### src/rtl/shift_fifo.sv
module shift_fifo #(
  parameter int WIDTH = 4,
  parameter int DEPTH = 64
) (
  input  logic             clk,
  input  logic             rst_n,
  input  logic             shift_in,
  input  logic [WIDTH-1:0] din,
  output logic             in_ready,
  input  logic             shift_out,
  output logic [WIDTH-1:0] dout,
  output logic             out_ready
);
  localparam int AW = $clog2(DEPTH);
  localparam int CW = $clog2(DEPTH + 1);

  logic [1:0]       si_sync, so_sync;
  logic             si_s, so_s, so_d;
  logic [WIDTH-1:0] mem [DEPTH];
  logic [AW-1:0]    wptr, rptr;
  logic [CW-1:0]    cnt, cnt_nx, occ_nx, occupancy;
  logic             ov, ov_nx, taken, si_used, si_used_nx;
  logic             cap, adv, load;

  assign si_s = si_sync[1];
  assign so_s = so_sync[1];

  assign cap        = in_ready & si_s & ~si_used;
  assign adv        = so_d & ~so_s & taken;
  assign load       = (~ov | adv) & (cnt != '0);
  assign cnt_nx     = cnt + CW'(cap) - CW'(load);
  assign ov_nx      = load | (ov & ~adv);
  assign occ_nx     = cnt_nx + CW'(ov_nx);
  assign si_used_nx = cap | (si_used & si_s);
  assign occupancy  = cnt + CW'(ov);
  assign out_ready  = ov & ~taken;

  function automatic logic [AW-1:0] bump(input logic [AW-1:0] p);
    return (p == AW'(DEPTH - 1)) ? '0 : p + 1'b1;
  endfunction

  always_ff @(posedge clk) begin
    if (cap) mem[wptr] <= din;
  end

  always_ff @(posedge clk or negedge rst_n) begin
    if (!rst_n) begin
      si_sync  <= '0;
      so_sync  <= '0;
      so_d     <= 1'b0;
      wptr     <= '0;
      rptr     <= '0;
      cnt      <= '0;
      ov       <= 1'b0;
      taken    <= 1'b0;
      si_used  <= 1'b0;
      in_ready <= 1'b1;
      dout     <= '0;
    end else begin
      si_sync  <= {si_sync[0], shift_in};
      so_sync  <= {so_sync[0], shift_out};
      so_d     <= so_s;
      cnt      <= cnt_nx;
      ov       <= ov_nx;
      si_used  <= si_used_nx;
      in_ready <= (occ_nx != CW'(DEPTH)) & ~si_used_nx;
      taken    <= (load | adv) ? 1'b0 : (taken | (ov & so_s));
      if (cap) wptr <= bump(wptr);
      if (load) begin
        dout <= mem[rptr];
        rptr <= bump(rptr);
      end
    end
  end
endmodule

### config.mk
export PLATFORM = sky130hd
export DESIGN_NAME = shift_fifo
export DESIGN_NICKNAME = d
export VERILOG_FILES = /design/src/rtl/shift_fifo.sv
export SDC_FILE = /design/constraint.sdc
export NUM_CORES = 1
export LEC_CHECK = 0
export ABC_AREA = 0
export ABC_CLOCK_PERIOD_IN_PS = 8460
export BUFFER_PORTS_ARGS = -buffer_cell sky130_fd_sc_hd__buf_2
export CORE_MARGIN = 2
export CORE_UTILIZATION = 41
export CTS_CLUSTER_SIZE = 14
export DETAILED_ROUTE_END_ITERATION = 10
export SYNTH_ARGS = -nofsm -noshare
export SYNTH_HDL_FRONTEND = slang
export SYNTH_SLANG_ARGS = --single-unit
export TNS_END_PERCENT = 5
### constraint.sdc
create_clock -name clk -period 8.46 [get_ports clk]
set_clock_uncertainty 0.1 [all_clocks]
set_input_delay 0.423 -clock clk [delete_from_list [all_inputs] [get_ports clk]]
set_output_delay 0.423 -clock clk [all_outputs]
set_load 0.02 [all_outputs]
After elaboration in Yosys (flattened, before gate mapping) --
Memory sizes are Yosys's and may differ from the RTL's. A register that Yosys moved wholly into a read port is not among the register bits. Cells that the tools add are included.
Word-level totals: output and inout port bits 6, memory bits (writable) 256, memories kept 1, input port bits 8, word-level logic and storage cells 47, bits in registers 28
Cells by class: equal/unequal tests 3, $add $sub $neg 5, mux-type cells 5, bitwise gates (word level) 21, reduce and logical (&&, ||, !) cells 2
Memory list:
- mem | words 64, width 4, read ports 1, clocked after memory_dff 1, wr ports 1, line 19 | logic [WIDTH-1:0] mem [DEPTH];
Operators by type and width (count):
- adder 7 x 1 -> 7 bit | 2
- adder 6 x 1 -> 6 bit (second input constant) | 2
- == test 6 bit (second input constant) | 2
- 2-to-1 mux 6 bit | 2
- bitwise AND 1 bit | 10
- != test 7 bit (second input constant) | 1
- nonzero test 7 bit | 1
- subtractor 7 x 1 -> 7 bit | 1
- NOT 1 bit | 6
- OR 1 bit | 5
- 2-to-1 mux 1 bit | 3
- logical NOT 1 bit | 1

Longest topological paths before layout --
Gate-level depths: netlist of the first run.
depth after elaboration 9, mapped depth 17, mapped depth without buffers 15

Least setup slack after synthesis of the first run --
Ideal clock, no wire load.
path kind register to register, start point reg cnt[5], end point reg in_ready, period minus slack after synthesis 3562 ps, arrival time 3384 ps, stages on the path, launching flop included 18, data required time 8283 ps, setup time 77 ps, path buffers 2, path slack 4898 ps, cell sequence dfrtp_1 > inv_1 > ha_1 > and4b_1 > nand2b_1 > clkbuf_1 > inv_1 > clkbuf_1 > ha_1 > inv_1 > ha_1 > fa_1 > a211o_1 > a21o_1 > and2_1 > a221oi_1 > o22ai_1 > a31oi_1
Between the ends: longest elaborated chain between the ends 6, elaborated cells between the ends (all ways) 8, those cells by class add/sub (3); eq/ne (1); bitwise (3); reduce/logical (1)
RTL lines:
- from (decl) | line 21 | logic [CW-1:0] cnt, cnt_nx, occ_nx, occupancy;
- from (signal assigned) | line 63 | cnt <= cnt_nx;
- nonzero test 7 bit | line 30 | assign load = (~ov | adv) & (cnt != '0);
- bitwise AND 1 bit | line 30
- net load | line 23 | logic cap, adv, load;
- subtractor 7 x 1 -> 7 bit | line 31 | assign cnt_nx = cnt + CW'(cap) - CW'(load);
- net cnt_nx[4] | line 21
- adder 7 x 1 -> 7 bit | line 33 | assign occ_nx = cnt_nx + CW'(ov_nx);
- != test 7 bit | line 66 | in_ready <= (occ_nx != CW'(DEPTH)) & ~si_used_nx;
- bitwise AND 1 bit | line 66
- to (signal assigned) | line 66
- to (decl) | line 9 | output logic in_ready,
The timed path passes the listed nets, and every way through them passes these cells. A chain may end at the register's enable or synchronous reset.

Worst setup path in the final report of the first run --
start point reg cnt[2], end point reg in_ready
Between the ends: longest elaborated chain between the ends 6, elaborated cells between the ends (all ways) 8, those cells by class add/sub (3); eq/ne (1); bitwise (3); reduce/logical (1)
RTL lines (line):
- parallel branches: the longest is 3 deep, another holds adder 7 x 1 -> 7 bit
- adder 7 x 1 -> 7 bit * | 33
- != test 7 bit * | 66
- bitwise AND 1 bit * | 66
Every way passes the cells marked *.

==> results of run 1 <==
[critical path: stages, from the launching register on]
cell and delay [ns]:
dfrtp_1 0.39, inv_1 0.09, ha_1 0.14, and4b_1 0.21, nand2b_1 0.29, inv_1 0.26, ha_1 0.34, inv_1 0.04
ha_1 0.22, fa_1 0.44, a211o_1 0.31, a31oi_1 0.22, o211ai_1 0.14, a31o_2 0.29, o22ai_1 0.17, a31oi_1 0.10
[metrics by stage]
| stage | instance area (sq um) | setup slack, ns |
|---|---|---|
| 6_report | 13500 | 4.65 |
| 5_1_grt | 13500 | 4.38 |
| 3_5_place_dp | 12400 | 4.67 |
| 2_1_floorplan | 12000 | 4.90 |
| 4_1_cts | 13500 | 4.66 |
| 3_3_place_gp | 12400 | 4.78 |
[final timing paths]
kind	start	to	slack, ns	depth (start not counted)
max	cnt[2]$_DFF_PN0_	in_ready$_DFF_PN1_	4.65	15
min	si_sync[0]$_DFF_PN0_	si_sync[1]$_DFF_PN0_	0.25	0
max reg2reg	cnt[2]$_DFF_PN0_	in_ready$_DFF_PN1_	4.65	15
min reg2reg	si_sync[0]$_DFF_PN0_	si_sync[1]$_DFF_PN0_	0.25	0
max in group asynchronous	rst_n	rptr[0]$_DFFE_PN0P_	7.30	2
min in group asynchronous	rst_n	si_sync[0]$_DFF_PN0_	0.38	2
[registers in the layout (all words and copies together), names as in the netlist]
name / flops
si_sync: 2
si_used: 1
mem: 256
wptr: 6
so_sync: 2
so_d: 1
in_ready: 1
rptr: 6
cnt: 7
ov: 1
taken: 1
dout: 4
[synthesized netlist by cell type (3+ instances only)]
library cell / count
mux4_2: 44
o21ai_0: 8
xnor2_1: 5
o31ai_1: 3
nor3_1: 4
dfrtp_1: 31
o22ai_1: 7
nand2b_1: 10
nand3b_1: 4
nand3_1: 11
inv_1: 12
a21o_1: 3
nand2_1: 40
a211oi_1: 13
or2_2: 3
mux2_2: 11
and2_1: 3
a21oi_1: 8
a2111oi_2: 4
edfxtp_1: 256
mux2i_1: 9
ha_1: 13
nor2_1: 70
clkbuf_1: 21
a31oi_1: 5
nor4_1: 5
mux4_1: 16
buf_2: 6
a2111oi_0: 4
nor2b_1: 23
nor3b_1: 4
a211o_1: 5
[power by group]
part | leakage [uW] | internal (uW) | total (uW) | switching, uW
clock | 0.000476 | 797 | 1310 | 510
sequential | 0.00268 | 1620 | 1730 | 116
combinational | 0.00121 | 508 | 1110 | 603
[metal layers]
layer  vias up  wire (um)
li1       2792          -
met1      3167      11000
met2       150      11800
met3        35       1010
met4         0        474
met5         -          0
[final cells by class]
| cell class | instances | area [sq um] |
|---|---|---|
| clock buffer | 43 | 828 |
| clock inverter | 11 | 161 |
| fill | 2405 | 15300 |
| inverter | 12 | 45.0 |
| multi-input combinational | 359 | 3300 |
| sequential | 288 | 8490 |
| tap | 384 | 480 |
| timing repair buffer | 23 | 148 |
[cells by family (layout without fill, tap and decap cells)]
family                   after synthesis  count (layout)  share of synthesized area
AO/OA/AOI/OAI                         72              72                     0.0445
XOR/XNOR                               6               6                    0.00436
flip-flops                           288             288                      0.705
multiplexers                          80              80                      0.135
adder cells (fa/ha/maj)               14              14                     0.0152
buffers and inverters                 48              89                     0.0205
AND/OR/NAND/NOR                      187             187                     0.0754
[what timing repair did]
item                      in CTS  in global routing
hold endpoints to repair      33                  0
setup buffers                  0                  0
hold buffers                   3                  0
==> out/results.ini, run 1 <==
[status]
status = completed

[power]
power_leakage_uw = 0.00437
ir_worst_vdd_mv = 0.150
power_density_nw_per_um2 = 308
power_uw = 4150

[layout]
diodes = 0
final_core_util = 0.468
area_growth_pct = 11.8
fin_nets = 735
drive_gt1_frac = 0.178
layout_common_cells = edfxtp_1, nor2_1, mux4_2
stdcell_count = 1120
layout_commonest_cell = edfxtp_1

[logic_synthesis]
yosysWarnings = 0
synth_cells = 695
synth_area_leader_cell = edfxtp_1
synth_nets = 717
avgSynthCellArea_sq_um = 17.3
synth_edf_count = 256
synth_ff_type = edfxtp_1
synth_top_area_share = 0.638
netlist-cell-type-count = 56
yosys-top-cells-area = edfxtp_1, mux4_2, dfrtp_1, mux4_1, nor2_1
ys_async_sr_fraction = 0.111
yosys_register_bits = 288
ys_seq_area_frac = 0.705
syn-cell-area_sq_um = 12000

[setup_path]
cp-end-kind = flip-flop
crit_arrival_ns = 4.17
path_class = reg -> reg
start_kind = flip-flop
required_ns = 8.82
cp_max_fo = 12

[placed_design]
place.port_buffers = 13
dp_hpwl_um = 15300
dp.cells = 1063
place_congestion = 0.829

[floorplan]
dieArea_sq_um = 30800
initial_core_util = 0.418
ios = 14
fp.dieH_um = 175
core.rowCount = 62
die_x_um = 175
core_area_sq_um = 28800

[clock_network]
cts_inserted_buffers = 29
cts_tree = yes
ctsResizeCount = 0
clk_pin_slew_ns = 0.06
cts.sinks = 288
h-tree-depth = 1
clock_latency_ns = 0.55
clk_path_buf_depth = 3
root_buffer = clkbuf_16

[timing]
min_period_over_period = 0.451
max_slew_margin = 0.215
finalHoldViolCount = 0
hold_ws_ns = 0.247
slew_viol_final = 0
max_slew.worst_pin.slew_ns = 1.18
final.setup.tns_ns = 0
rsz0062_at_grt = false
setup_viol = 0
min_period_ns = 3.81
fmax_mhz = 262

[global_routing]
grt_pass1_vias = 6626
antenna_found_initial = 0
grt_pass1_wl_um = 38300
grtUsageTotal = 0.162
grt_util_met1 = 0.229
met3_usage = 0.0245
grt_use_met2 = 0.264
grt_max_degree = 65
grt.busiest_layer = met2
grt_overflow = 0

[routing]
wl_per_cell_um = 21.6
ant_nets = 0
totalWireLength_um = 24200
via_per_inst = 5.49
vias = 6144
dr.pass1.iters = 5
drcViolationCount = 0
drt_iter0_markers = 549

[flow_run]
maxCapViolCount = 0

[worst_hold_path]
worstHoldPathType = reg -> reg

Note: power is estimated with default switching activity, not from simulation.
==> run 2, diff against run 1 <==
Settings changed: ABC_AREA 0 to 1, ABC_CLOCK_PERIOD_IN_PS 8460 to 3100.
Clock period 8.46 ns to 3.1 ns, I/O delays scaled along.
==> run 2 against run 1 <==
Against the previous run: total power rose to 3.0 times the previous value; global-route usage is 2.3 points higher; clock-buffer cell count fell by 7; sequential cell count is the same; design area increased by 3.2%; combinational power grew to 3.8 times the previous value; sequential power rose to 2.7 times the previous value; first-iteration DRC count up 47%; cell count is 38% higher; critical path depth rose by 3; via count rose by 33%; critical path type unchanged; largest power group unchanged.
==> out/results.ini, run 2 <==
[status]
status = completed

[power]
clockPowerShare = 0.289  ; -0.026
switching_share = 0.369  ; +0.0726
ir_worst_vdd_mv = 0.670  ; +350%
seqPwrFrac = 0.373  ; -0.045
power_density_nw_per_um2 = 891  ; +190%
power_uw = 12400  ; +200%
p_sw_uw = 4560  ; +270%
power.internal_uw = 7820  ; +170%
power_leakage_uw = 0.00510  ; +17%
combPwrFrac = 0.339  ; +0.072

[logic_synthesis]
synth_ff_type = edfxtp_1
synth_nets = 1131  ; +58%
netlist-cell-type-count = 32  ; -43%
ys_async_sr_fraction = 0.111  ; unchanged
yosysMostFrequentCell = nand2_1
yosysWarnings = 0  ; unchanged
yosys-top-cells-area = edfxtp_1, nand2_1, nand3_1, dfrtp_1, nor2_1
ys_seq_area_frac = 0.688  ; -0.0169
synth_top_family_by_area = simple AND/OR/NAND/NOR gates
avgSynthCellArea_sq_um = 11.1  ; -36%
synth_xor_area_frac = 0.00426  ; -0.000104
syn-cell-area_sq_um = 12300  ; +2.5%
synth_cells = 1109  ; +60%
synth_fa_ha_area_frac = 0.0148  ; -0.000363
synth-simple-area-share = 0.212  ; +0.136
synth_commonest_cells = nand2_1, edfxtp_1, nand3_1, nor2_1, inv_1
synth_area_leader_cell = edfxtp_1
synth_top_area_share = 0.623  ; -0.0153
yosys_register_bits = 288  ; unchanged
synth_compound_area_frac = 0.0370  ; -0.00745
synth_edf_count = 256  ; unchanged
synth.area.mux_share = 0  ; -0.135

[routing]
drt_iter0_markers = 809  ; +47%
drcViolationCount = 0  ; unchanged
via_per_inst = 5.27  ; -4.0%
wl_per_cell_um = 18.5  ; -15%
totalWireLength_um = 28600  ; +18%
dr.pass1.iters = 6  ; +1
vias = 8161  ; +33%
ant_nets = 0  ; unchanged

[setup_path]
cpMaxStageDelayCell = fa_1
crit_family = adder cells
startpoint = cnt[2]$_DFF_PN0_
start_kind = flip-flop
cp_slowest_stage_delay_ns = 0.47  ; +0.03 ns
cp_max_fo = 2  ; -10
rr_startpoint = cnt[2]$_DFF_PN0_
crit_arrival_ns = 3.43  ; -0.74 ns
worstPathCellList = inv_2 > ha_4 > nor3b_4 > nand3_1 > nand2_2 > inv_4 > ha_4 > inv_2 > ha_4 > fa_1 > ha_1 > or2_4 > nor2_2 > nand3_1 > nor2_1 > nand3_1 > nor2_1 > nor2_1
path_class = reg -> reg
required_ns = 3.48  ; -5.34 ns
cp-end-kind = flip-flop
cp.buffers_inverters = 3  ; unchanged

[layout]
largest-register = mem
fillCellCount = 2753  ; +14%
layout_commonest_cell = nand2_1
area_growth_pct = 12.6
diodes = 0  ; unchanged
largest_register_ffs = 256  ; unchanged
stdcell_count = 1549  ; +38%
final_core_util = 0.469  ; +0.00102
fin_nets = 1157  ; +57%
drive_gt1_frac = 0.0958  ; -0.0822
reg_top3 = mem x256, cnt x7
layout_common_cells = nand2_1, edfxtp_1, nand3_1

[placed_design]
place_congestion = 0.806  ; -2.7%
dp_hpwl_um = 18000  ; +18%
place.port_buffers = 13  ; unchanged
dp.cells = 1484  ; +40%

[timing]
setup_viol = 0  ; unchanged
min_period_over_period = 0.985  ; +0.535
min_period_ns = 3.05  ; -0.759 ns
slew_viol_final = 0  ; unchanged
final.setup.tns_ns = 0  ; unchanged
max_slew_margin = 0.461  ; +0.246
hold_ws_ns = 0.104  ; -0.142 ns
fmax_mhz = 327  ; +25%
max_slew.worst_pin.slew_ns = 0.809  ; -0.369 ns
rsz0062_at_grt = true
finalHoldViolCount = 0  ; unchanged

[global_routing]
grt_max_degree = 99  ; +52%
grtUsageTotal = 0.185  ; +0.0228
antenna_found_initial = 0  ; unchanged
grt_pass1_vias = 7897  ; +19%
grt_pass1_wl_um = 44700  ; +17%
grt_overflow = 0  ; unchanged

[clock_network]
clk_pin_slew_ns = 0.06  ; about the same
cts.sinks = 288  ; unchanged
h-tree-depth = 1  ; unchanged
cts_inserted_buffers = 30  ; +3.4%
clk_path_buf_depth = 3  ; unchanged
root_buffer = clkbuf_16
cts_tree = yes
clock_latency_ns = 0.56  ; about the same

[floorplan]
die_x_um = 177  ; +1.2%
fp.dieH_um = 177  ; +1.2%
initial_core_util = 0.416  ; -0.00215
dieArea_sq_um = 31500  ; +2.4%
core_area_sq_um = 29600  ; +3.0%
core.rowCount = 63  ; +1.6%
ios = 14  ; unchanged

[flow_run]
maxCapViolCount = 0  ; unchanged

[worst_hold_path]
min_from = din[2]
worstHoldPathType = in -> reg

==> run 2: power by group through the flow <==
| stage | combinational (uW) | sequential (uW) | clock, uW |
|---|---|---|---|
| finish | 4190 | 4610 | 3570 |
| floorplan | 3090 | 4620 | 0 |
| CTS | 4170 | 4610 | 3610 |
| detailed placement | 4110 | 4680 | 0 |
| global route | 4680 | 4640 | 3780 |
| global placement | 4070 | 4680 | 0 |
==> run 2: worst paths after layout <==
check,endpoint,slack (ns),cells after the start
worst max-delay path,in_ready$_DFF_PN1_,0.05,18
worst min-delay path,mem[24][2]$_DFFE_PP_,0.10,1
worst max register to register,in_ready$_DFF_PN1_,0.05,18
worst min register to register,si_sync[1]$_DFF_PN0_,0.25,0
max in group asynchronous,rptr[0]$_DFFE_PN0P_,2.17,2
min in group asynchronous,wptr[1]$_DFFE_PN0P_,0.14,2
==> run 2: layout make-up <==
class / count / area [sq um] / share of cell area
inverter: 49 / 190 / 0.0137
clock inverter: 20 / 183 / 0.0131
tap: 390 / 488 / 0.0351
clock buffer: 36 / 795 / 0.0572
timing repair buffer: 48 / 378 / 0.0272
sequential: 288 / 8490 / 0.611
multi-input combinational: 718 / 3370 / 0.242
==> run 2: per-stage QoR <==
step                      area [sq um]  worst slack (ns)
final                            13900            0.0457
after global routing             13900            -0.116
after detailed placement         12800           -0.0594
after global placement           12800           -0.0232
after floorplan                  12400           -0.0308
after CTS                        13900           -0.0172
==> run 2: what timing repair did <==
action,CTS,global route
pin swaps,5,1
gates cloned,0,0
setup endpoints to repair,1,1
hold buffers,5,0
setup buffers,3,1
resized for setup,4,4
endpoints found under the hold margin,63,0
==> run 2: routing by layer <==
layer / vias to the layer above / GRT usage / share of wire
li1: 3928 / - / -
met1: 3936 / 0.259 / 0.44
met2: 250 / 0.303 / 0.48
met3: 47 / 0.0278 / 0.061
met4: 0 / 0.0482 / 0.019
met5: - / 0 / 0
==> run 2: kinds of logic (layout without fill, tap and decap cells) <==
logic type | Yosys count | in the layout
DFF | 288 | 288
xor gates and xnor gates | 6 | 6
AOI/OAI and AO/OA | 82 | 82
buffers and inverters | 103 | 153
adders and majority gates | 14 | 14
and+or+nand+nor | 616 | 616
